File: config.mk
export PLATFORM = sky130hd
export DESIGN_NAME = sleep_wake_ctrl
export DESIGN_NICKNAME = d
export VERILOG_FILES = /design/src/rtl/swc_pkg.sv /design/src/rtl/swc_wake_detect.sv /design/src/rtl/swc_startup_timer.sv /design/src/rtl/swc_seq.sv /design/src/rtl/sleep_wake_ctrl.sv
export SDC_FILE = /design/constraint.sdc
export NUM_CORES = 1
export LEC_CHECK = 0
export ABC_CLOCK_PERIOD_IN_PS = 3400
export BUFFER_PORTS_ARGS = -buffer_cell sky130_fd_sc_hd__buf_4
export CORE_UTILIZATION = 55
export CTS_BUF_LIST = sky130_fd_sc_hd__clkbuf_4
export DETAILED_ROUTE_END_ITERATION = 16
export GPL_TIMING_DRIVEN = 0
export MAX_ROUTING_LAYER = met4
export PLACE_DENSITY = 0.87
export SETUP_SLACK_MARGIN = 0.5
export SLEW_MARGIN = 20
export SYNTH_ARGS = -nofsm -noshare
export SYNTH_HDL_FRONTEND = slang
export SYNTH_SLANG_ARGS = --single-unit
export TNS_END_PERCENT = 30
File: constraint.sdc
create_clock -name clk -period 3.4 [get_ports clk]
set_input_delay 0.68 -clock clk [delete_from_list [all_inputs] [get_ports clk]]
set_output_delay 0.68 -clock clk [all_outputs]
set_load 0.05 [all_outputs]
File: src/rtl/swc_pkg.sv
package swc_pkg;

  typedef enum logic [2:0] {
    ST_RUN       = 3'd0,
    ST_SLEEP     = 3'd1,
    ST_STARTUP   = 3'd2,
    ST_EXEC_NEXT = 3'd3,
    ST_DUMMY     = 3'd4
  } swc_state_e;

  typedef enum logic [1:0] {
    WK_NONE = 2'd0,
    WK_EXT  = 2'd1,
    WK_WDT  = 2'd2,
    WK_INT  = 2'd3
  } wake_src_e;

endpackage

File: src/rtl/swc_wake_detect.sv
module swc_wake_detect
  import swc_pkg::*;
#(
  parameter int N_SRC = 4
) (
  input  logic             ext_reset_req,
  input  logic             wdt_timeout,
  input  logic             wdt_enable,
  input  logic [N_SRC-1:0] int_flags,
  input  logic [N_SRC-1:0] int_enables,
  output logic             int_pending,
  output wake_src_e        wake_src
);

  logic [N_SRC-1:0] src_hit;

  // each source must be both flagged and individually enabled
  for (genvar i = 0; i < N_SRC; i++) begin : g_hit
    assign src_hit[i] = int_flags[i] & int_enables[i];
  end

  assign int_pending = |src_hit;

  // fixed priority: external reset, then watchdog, then interrupt
  always_comb begin
    if (ext_reset_req)                  wake_src = WK_EXT;
    else if (wdt_timeout && wdt_enable) wake_src = WK_WDT;
    else if (int_pending)               wake_src = WK_INT;
    else                                wake_src = WK_NONE;
  end

endmodule

File: src/rtl/swc_startup_timer.sv
module swc_startup_timer #(
  parameter int CNT_W = 10
) (
  input  logic clk,
  input  logic rst_n,
  input  logic load,
  input  logic run,
  output logic done
);

  localparam logic [CNT_W-1:0] CNT_LAST = '1;

  logic [CNT_W-1:0] cnt_q;
  logic [CNT_W-1:0] cnt_d;
  logic             cnt_en;

  assign cnt_en = load | run;

  always_comb begin
    if (load) cnt_d = '0;
    else      cnt_d = cnt_q + 1'b1;
  end

  always_ff @(posedge clk or negedge rst_n) begin
    if (!rst_n)      cnt_q <= '0;
    else if (cnt_en) cnt_q <= cnt_d;
  end

  assign done = run && (cnt_q == CNT_LAST);


  cnt_restart_chk: assert property (@(posedge clk) disable iff (!rst_n)
    load |=> (!done || CNT_W == 0));

endmodule

File: src/rtl/swc_seq.sv
module swc_seq
  import swc_pkg::*;
#(
  parameter int          ADDR_W   = 13,
  parameter logic [31:0] VEC_ADDR = 32'h4
) (
  input  logic              clk,
  input  logic              rst_n,
  input  logic              sleep_exec,
  input  wake_src_e         wake_src,
  input  logic              int_pending,
  input  logic              glob_int_en,
  input  logic              osc_is_rc,
  input  logic              tmr_done,
  output logic              tmr_load,
  output logic              tmr_run,
  output logic              osc_enable,
  output logic              core_halt,
  output logic              pd_bit,
  output logic              to_bit,
  output logic              wdt_clear,
  output logic              dev_reset,
  output logic              redirect_valid,
  output logic [ADDR_W-1:0] redirect_addr,
  output logic              dummy_cycle
);

  localparam logic [ADDR_W-1:0] VEC = VEC_ADDR[ADDR_W-1:0];

  swc_state_e st_q, st_d;
  logic       pd_q, pd_d;
  logic       to_q, to_d;
  logic       vec_q, vec_d;
  logic       clr_q, clr_d;
  logic       rsp_q, rsp_d;
  swc_state_e wake_tgt;

  // next-state logic
  always_comb begin
    st_d     = st_q;
    pd_d     = pd_q;
    to_d     = to_q;
    vec_d    = vec_q;
    clr_d    = 1'b0;
    rsp_d    = 1'b0;
    tmr_load = 1'b0;
    wake_tgt = ST_RUN;
    case (st_q)
      ST_RUN: begin
        if (sleep_exec) begin
          pd_d  = 1'b0;
          to_d  = 1'b1;
          clr_d = 1'b1;
          if (int_pending) st_d = glob_int_en ? ST_EXEC_NEXT : ST_RUN;
          else             st_d = ST_SLEEP;
        end
      end
      ST_SLEEP: begin
        if (wake_src != WK_NONE) begin
          clr_d    = 1'b1;
          vec_d    = (wake_src == WK_INT) && glob_int_en;
          rsp_d    = (wake_src == WK_EXT);
          if (wake_src == WK_WDT) to_d = 1'b0;
          wake_tgt = vec_d ? ST_EXEC_NEXT : ST_RUN;
          if (osc_is_rc) begin
            st_d = wake_tgt;
          end else begin
            st_d     = ST_STARTUP;
            tmr_load = 1'b1;
          end
        end
      end
      ST_STARTUP: begin
        if (tmr_done) st_d = vec_q ? ST_EXEC_NEXT : ST_RUN;
      end
      ST_EXEC_NEXT: st_d = ST_DUMMY;
      ST_DUMMY:     st_d = ST_RUN;
      default:      st_d = ST_RUN;
    endcase
  end

  // register process
  always_ff @(posedge clk or negedge rst_n) begin
    if (!rst_n) begin
      st_q  <= ST_RUN;
      pd_q  <= 1'b1;
      to_q  <= 1'b1;
      vec_q <= 1'b0;
      clr_q <= 1'b0;
      rsp_q <= 1'b0;
    end else begin
      st_q  <= st_d;
      pd_q  <= pd_d;
      to_q  <= to_d;
      vec_q <= vec_d;
      clr_q <= clr_d;
      rsp_q <= rsp_d;
    end
  end

  // output decode
  assign tmr_run        = (st_q == ST_STARTUP);
  assign osc_enable     = (st_q != ST_SLEEP);
  assign core_halt      = (st_q == ST_SLEEP) || (st_q == ST_STARTUP);
  assign pd_bit         = pd_q;
  assign to_bit         = to_q;
  assign wdt_clear      = clr_q;
  assign dev_reset      = rsp_q;
  assign dummy_cycle    = (st_q == ST_DUMMY);
  assign redirect_valid = (st_q == ST_DUMMY);
  assign redirect_addr  = (st_q == ST_DUMMY) ? VEC : '0;


  sleep_entry_chk: assert property (@(posedge clk) disable iff (!rst_n)
    (st_q == ST_RUN && sleep_exec && !int_pending) |=>
      (st_q == ST_SLEEP && !pd_q && to_q && clr_q));


  wdt_wake_to_chk: assert property (@(posedge clk) disable iff (!rst_n)
    (st_q == ST_SLEEP && wake_src == WK_WDT) |=> (!to_q && clr_q));


  dummy_follows_chk: assert property (@(posedge clk) disable iff (!rst_n)
    (st_q == ST_DUMMY) |-> $past(st_q == ST_EXEC_NEXT));


  startup_hold_chk: assert property (@(posedge clk) disable iff (!rst_n)
    (st_q == ST_STARTUP && !tmr_done) |=> (st_q == ST_STARTUP));


  pd_sticky_chk: assert property (@(posedge clk) disable iff (!rst_n)
    !pd_q |=> !pd_q);


  sleep_ignored_chk: assert property (@(posedge clk) disable iff (!rst_n)
    (st_q == ST_SLEEP && wake_src == WK_NONE) |=> (st_q == ST_SLEEP && !clr_q));

endmodule

File: src/rtl/sleep_wake_ctrl.sv
module sleep_wake_ctrl
  import swc_pkg::*;
#(
  parameter int          N_SRC    = 4,
  parameter int          CNT_W    = 10,
  parameter int          ADDR_W   = 13,
  parameter logic [31:0] VEC_ADDR = 32'h4
) (
  input  logic              clk,
  input  logic              rst_n,
  input  logic              sleep_exec,
  input  logic              ext_reset_req,
  input  logic              wdt_timeout,
  input  logic              wdt_enable,
  input  logic [N_SRC-1:0]  int_flags,
  input  logic [N_SRC-1:0]  int_enables,
  input  logic              glob_int_en,
  input  logic              osc_is_rc,
  output logic              osc_enable,
  output logic              core_halt,
  output logic              pd_bit,
  output logic              to_bit,
  output logic              wdt_clear,
  output logic              dev_reset,
  output logic              redirect_valid,
  output logic [ADDR_W-1:0] redirect_addr,
  output logic              dummy_cycle
);

  logic      int_pending;
  wake_src_e wake_src;
  logic      tmr_load, tmr_run, tmr_done;

  swc_wake_detect #(.N_SRC(N_SRC)) u_detect (
    .ext_reset_req (ext_reset_req),
    .wdt_timeout   (wdt_timeout),
    .wdt_enable    (wdt_enable),
    .int_flags     (int_flags),
    .int_enables   (int_enables),
    .int_pending   (int_pending),
    .wake_src      (wake_src)
  );

  swc_startup_timer #(.CNT_W(CNT_W)) u_timer (
    .clk   (clk),
    .rst_n (rst_n),
    .load  (tmr_load),
    .run   (tmr_run),
    .done  (tmr_done)
  );

  swc_seq #(.ADDR_W(ADDR_W), .VEC_ADDR(VEC_ADDR)) u_seq (
    .clk            (clk),
    .rst_n          (rst_n),
    .sleep_exec     (sleep_exec),
    .wake_src       (wake_src),
    .int_pending    (int_pending),
    .glob_int_en    (glob_int_en),
    .osc_is_rc      (osc_is_rc),
    .tmr_done       (tmr_done),
    .tmr_load       (tmr_load),
    .tmr_run        (tmr_run),
    .osc_enable     (osc_enable),
    .core_halt      (core_halt),
    .pd_bit         (pd_bit),
    .to_bit         (to_bit),
    .wdt_clear      (wdt_clear),
    .dev_reset      (dev_reset),
    .redirect_valid (redirect_valid),
    .redirect_addr  (redirect_addr),
    .dummy_cycle    (dummy_cycle)
  );


  osc_halt_chk: assert property (@(posedge clk) disable iff (!rst_n)
    !osc_enable |-> core_halt);


  reset_clears_wdt_chk: assert property (@(posedge clk) disable iff (!rst_n)
    dev_reset |-> (wdt_clear && core_halt == !osc_is_rc));


  reset_pulse_chk: assert property (@(posedge clk) disable iff (!rst_n)
    dev_reset |=> !dev_reset);

endmodule

==> reports/metrics.cfg, run 1 <==
[run_status]
status=finished clean

[synth]
synthMuxAreaShare_pct=0.955
synth_cells=110
ys_warn_count=0
ys_types=35
synth.yosys.seq_area_share_pct=43.2
synth-xor-area-share_pct=7.52
synth_fa_ha_area_share_pct=1.19
ys_seq_elements=18
synthSimpleGateAreaFrac_pct=25.5
synth_compound_area_share_pct=8.71
synth_top_family_by_area=simple AND/OR/NAND/NOR gates
avgSynthCellArea_sq_um=9.53
syn_area_sq_mm=0.00105

[sta]
finalCritPeriodShare_pct=66.9
hold_ws_ns=0.231
hold_viol=0
clock_skew_ns=0.00355
grt_setup_unrepaired=false
min_period_ns=2.28
slew_viol_final=0
finalSetupViolCount=0
fmax_ghz=0.439
fin_ws_ns=1.12
fin_setup_tns_ns=0

[floorplan]
rows=15
fp.dieArea_sq_mm=0.00208
core_sq_mm=0.00176
die_h_um=45.7
start_util_pct=59.4
ios=37
die_w_um=45.7

[grt]
grt_max_degree=19
grt_pass1_wl_mm=3.12
grt_pass1_vias=771
grt_use_total_pct=22.6
grt_overflow=0
antenna_found_initial=0

[clocking]
cts.sinks=18
post_cts_buffers=0
numCtsBuffers=3
ctsHoldBuffers=0
cts.clk_slew.worst_paths_ns=0.09
clk_latency_ns=0.29
cts_htree_levels=1
cts-resized-gates=0
clock_path_buffers=2
cts_tree=yes
ctsRootBufferMaster=clkbuf_4

[run]
drv_cap=0

[place]
io_buffers=24
globalplace.congestion=0.816
place_ws_ns=1.43
hpwl_mm=1.57
placedCellCount=170

[finish]
layout_commonest_cell=buf_4
final_cell_mix=buf_4, dfrtp_1, nor2_1, conb_1, nand2_1
area_delta_synth_final_pct=26.3
layout.cells.non_filler=173
final_nets=167
layout-drive-gt1-share_pct=35.1
n_antenna_cell=0

[worst_setup_path]
r2r_cells=5
critPathLaunch=u_seq.st_q[0]
startpoint_type=flip-flop
cp.arrival_ns=1.60
required_ns=2.72
worst-setup-path-type=reg -> out
r2r_start=u_seq.st_q[1]
crit_path_end=core_halt
cp_max_fo=9
r2r_end=u_timer.cnt_q[9]
cp-end-kind=output port
r2r_slack_ns=1.68

[power]
vdd_drop_max_mv=0.566
p_per_area_mw_per_mm2=663
p_leak_nw=0.663
p_total_mw=0.878

[drt]
num_vias=868
ant_nets=0
wl_mm=1.96
routedWlPerCell_um=11.3
viasPerCell=5.02
drt_pass1_iterations=4
dr.first_iter.drc_count=25
drcViolationCount=0

[min_path]
hold_path.class=in -> async

==> stage by stage <==
| step | cell area [sq um] | utilization (%) |
|---|---|---|
| after floorplan | 1090 | - |
| after global placement | 1300 | 73.8 |
| after detailed placement | 1300 | 73.8 |
| after CTS | 1320 | 75.0 |
| after global routing | 1320 | 75.0 |
| final | 1320 | 75.0 |
==> routing by layer <==
layer	global-route usage, %	share of wire [%]	vias up
met5	-	0	-
met4	12.7	1.4	0
met3	5.95	5.4	2
met2	38.9	54	33
met1	23.0	40	407
li1	-	-	426
==> power breakdown <==
part,total (mW),switching (mW),internal [mW]
clock,0.0998,0.0587,0.0412
combinational,0.461,0.285,0.176
sequential,0.317,0.0463,0.270
==> logic make-up (layout without fill, tap and decap cells) <==
group | count (synthesis) | count (layout)
AO/OA/AOI/OAI | 15 | 15
XOR/XNOR | 9 | 9
adder cells (fa/ha/maj) | 1 | 1
buffers and inverters | 18 | 45
flip-flops | 18 | 18
multiplexers | 1 | 1
other | 1 | 12
AND/OR/NAND/NOR | 47 | 47
==> critical path, cell delays in order, from the launching register on <==
cell     delay, ns
dfrtp_1       0.38
buf_6         0.14
nor3b_4       0.41
or2_2         0.19
buf_4         0.19
==> final cells by class <==
cell class                      instances  area [sq um]
Fill cell                             143           440
Tap cell                               25          31.3
Timing Repair Buffer                   24           180
Multi-Input combinational cell         85           505
Inverter                                2          7.51
Sequential cell                        18           453
Clock buffer                            3          22.5
Buffer                                 16           124
==> synthesized netlist by cell type (all sizes together) <==
cell type / count / share of area [%]
buf: 16 / 12
dfrtp: 16 / 38
nor2: 15 / 5.8
nand2: 9 / 3.2
o21ai: 5 / 2.4
xor2: 5 / 4.2
nand3: 4 / 1.9
xnor2: 4 / 3.3
a21oi: 3 / 1.4
a22oi: 3 / 2.1
and2: 3 / 1.8
nand4: 3 / 2.4
nor3: 3 / 1.9
nor3b: 3 / 3.7
a31oi: 2 / 1.2
and3: 2 / 1.2
dfstp: 2 / 5.0
inv: 2 / 0.72
a32o: 1 / 0.95
and3b: 1 / 0.84
and4: 1 / 0.84
conb: 1 / 0.36
ha: 1 / 1.2
mux2i: 1 / 0.95
nand2b: 1 / 0.60
nand3b: 1 / 0.72
o22ai: 1 / 0.60
or2: 1 / 0.60
==> how the worst min path moves through the flow <==
| stage | start | endpoint | depth (start not counted) |
|---|---|---|---|
| floorplan | rst_n | u_seq.dev_reset | 0 |
| global placement | u_seq.pd_bit | u_seq.pd_bit | 1 |
| detailed placement | u_seq.pd_bit | u_seq.pd_bit | 1 |
| CTS | rst_n | u_timer.cnt_q[3] | 1 |
| global route | rst_n | u_timer.cnt_q[5] | 1 |
| finish | rst_n | u_timer.cnt_q[5] | 1 |
==> flip-flops by register name (all words and copies together) (netlist names) <==
register and cells:
u_seq.to_bit 1, u_seq.pd_bit 1, u_seq.wdt_clear 1, u_seq.dev_reset 1, u_seq.vec_q 1, u_timer.cnt_q 10, u_seq.st_q 3
No activity file was read; power rests on OpenSTA's default activity.
==> inputs of run 2 (changes only) <==
- ABC_CLOCK_PERIOD_IN_PS: 3400 -> 2100
- CORE_UTILIZATION: 55 -> 51
- PLACE_DENSITY: 0.87 -> 0.81
- clock period: 3.4 -> 2.1 ns (I/O delays scaled with it)
==> run 2 against run 1 <==
Effect of this change:
- first-iteration DRC count down 20%
- largest power group unchanged
- final cell count up 5.2%
- power up 84%
- critical endpoint unchanged
- combinational power up 99%
- core utilization down 1.1 points
- die area up 7.5%
==> reports/metrics.cfg, run 2 (synthesis results as in run 1) <==
[run_status]
status=finished clean  ; unchanged

[drt]
viasPerCell=5.14  ; was 5.02
drt_pass1_iterations=4  ; unchanged
num_vias=935  ; was 868
routedWlPerCell_um=12.3  ; was 11.3 um
wl_mm=2.23  ; was 1.96 mm
dr.first_iter.drc_count=20  ; was 25
ant_nets=0  ; unchanged
drcViolationCount=0  ; unchanged

[place]
detailed_place.area_sq_mm=0.00133  ; was 0.00130 sq mm
globalplace.congestion=0.798  ; was 0.816
io_buffers=24  ; unchanged
place_ws_ns=0.426  ; was 1.43 ns
placedCellCount=172  ; was 170
hpwl_mm=1.46  ; was 1.57 mm

[clocking]
cts_htree_levels=1  ; unchanged
cts.sinks=18  ; unchanged
numCtsBuffers=3  ; unchanged
clk_latency_ns=0.29  ; about the same
clock_path_buffers=2  ; unchanged
ctsRootBufferMaster=clkbuf_4  ; unchanged
cts_tree=yes  ; unchanged
cts.clk_slew.worst_paths_ns=0.10  ; was 0.09 ns

[min_path]
hold_path.class=in -> reg  ; was in -> async
hold_depth=2
hp-start=wdt_enable

[power]
p_int_mw=0.907  ; was 0.487 mW
p_per_area_mw_per_mm2=1120  ; was 663 mW/mm^2
vdd_drop_max_mv=0.764  ; was 0.566 mV
p_leak_nw=0.705  ; was 0.663 nW
p_clk_share_pct=10.9  ; was 11.4%
p_total_mw=1.61  ; was 0.878 mW
p_seq_share_pct=32.2  ; was 36.1%
power_switching_mw=0.707  ; was 0.390 mW
pwr-share-comb_pct=56.9  ; was 52.5%
p_sw_share_pct=43.8  ; was 44.5%

[grt]
grt_pass1_wl_mm=3.50  ; was 3.12 mm
grt_max_degree=19  ; unchanged
grt_use_total_pct=23.7  ; was 22.6%
grt_overflow=0  ; unchanged
antenna_found_initial=0  ; unchanged
grt_pass1_vias=816  ; was 771

[finish]
layout-drive-gt1-share_pct=38.1  ; was 35.1%
regMostFlops=u_timer.cnt_q  ; unchanged
area_delta_synth_final_pct=37.0  ; was 26.3%
final_cell_mix=buf_4, dfrtp_1, nor2_1, conb_1, nand2_1  ; unchanged
n_antenna_cell=0  ; unchanged
fillers=159  ; was 143
final_nets=173  ; was 167
utilization_pct=74.0  ; was 75.0%
layout_commonest_cell=buf_4  ; unchanged
top_regs=u_timer.cnt_q (10), u_seq.st_q (3)  ; unchanged
layout.cells.non_filler=182  ; was 173
largest_reg_flops=10  ; unchanged
fin_area_sq_mm=0.00144  ; was 0.00132 sq mm

[worst_setup_path]
cp_max_fo=6  ; was 9
required_ns=1.68  ; was 2.72 ns
r2r_start=u_seq.st_q[1]  ; unchanged
cp.arrival_ns=1.40  ; was 1.60 ns
cp-end-kind=output port  ; unchanged
r2r_cells=7  ; was 5
critPathLaunch=u_seq.st_q[2]  ; was u_seq.st_q[0]
startpoint_type=flip-flop  ; unchanged
worst-setup-path-type=reg -> out  ; unchanged

[run]
drv_cap=0  ; unchanged

[floorplan]
die_h_um=47.3  ; was 45.7 um
die_w_um=47.3  ; was 45.7 um
start_util_pct=54.0  ; was 59.4%
fp.dieArea_sq_mm=0.00224  ; was 0.00208 sq mm
ios=37  ; unchanged
rows=16  ; was 15
core_sq_mm=0.00194  ; was 0.00176 sq mm

[sta]
finalCritPeriodShare_pct=86.6
hold_viol=0  ; unchanged
finalSetupViolCount=0  ; unchanged
fin_setup_tns_ns=0  ; unchanged
grt_setup_unrepaired=true  ; was false
fmax_ghz=0.550
fin_ws_ns=0.281  ; was 1.12 ns
hold_ws_ns=0.277  ; was 0.231 ns
min_period_ns=1.82
slew_viol_final=0  ; unchanged
clock_skew_ns=0.00480  ; was 0.00355 ns

==> run 2: cell types whose count changed in the layout (fill, tap and decap cells not counted), moves of 2 or more <==
cell,delta
buf_6,+4
buf_8,+3
buf_4,-2
nor3b_4,+2
==> run 2: cell type report <==
class	count	area, sq um	area share [%]
clock inverters	1	3.75	0.261
repair buffers	30	254	17.7
flip-flops and latches	18	454	31.6
multi-input cells	85	526	36.6
inverters	2	7.51	0.523
well taps	27	33.8	2.35
plain buffers	16	135	9.41
clock buffers	3	22.5	1.57
==> run 2: worst paths after layout <==
| check | slack (ns) | endpoint |
|---|---|---|
| worst max-delay path | 0.28 | core_halt |
| worst min-delay path | 0.28 | u_seq.to_bit |
| worst max register to register | 0.37 | u_seq.st_q[0] |
| worst min register to register | 0.49 | u_seq.pd_bit |
| max in group asynchronous | 1.32 | u_seq.pd_bit |
| min in group asynchronous | 0.52 | u_seq.wdt_clear |
==> run 2: timing repair <==
item                                    CTS  global route
buffers inserted                          5             0
endpoints found under the setup margin   15            18
gates resized for setup                  10             0
hold endpoints to repair                 16             0
hold buffers                              1             0
pin swaps                                 4             1
==> run 2: worst max-delay path: stages (launching register included) <==
cell     delay (ns)
dfrtp_2        0.49
nor3b_4        0.31
or2_4          0.18
buf_8          0.13
==> run 2: per-layer routing <==
layer  global-route usage, %  part of all wire (%)  vias to the layer above
met5                       -                     0                        -
met2                    40.8                    51                       45
met1                    27.5                    41                      443
met3                    3.46                   5.6                        8
met4                    9.14                   2.1                        0
li1                        -                     -                      439
==> run 2: power groups by stage <==
stage	clock network, mW	registers [mW]	logic, mW
floorplan	0	0.568	0.541
global placement	0	0.513	0.752
detailed placement	0	0.518	0.769
CTS	0.178	0.515	0.896
global route	0.194	0.525	0.982
finish	0.176	0.520	0.919
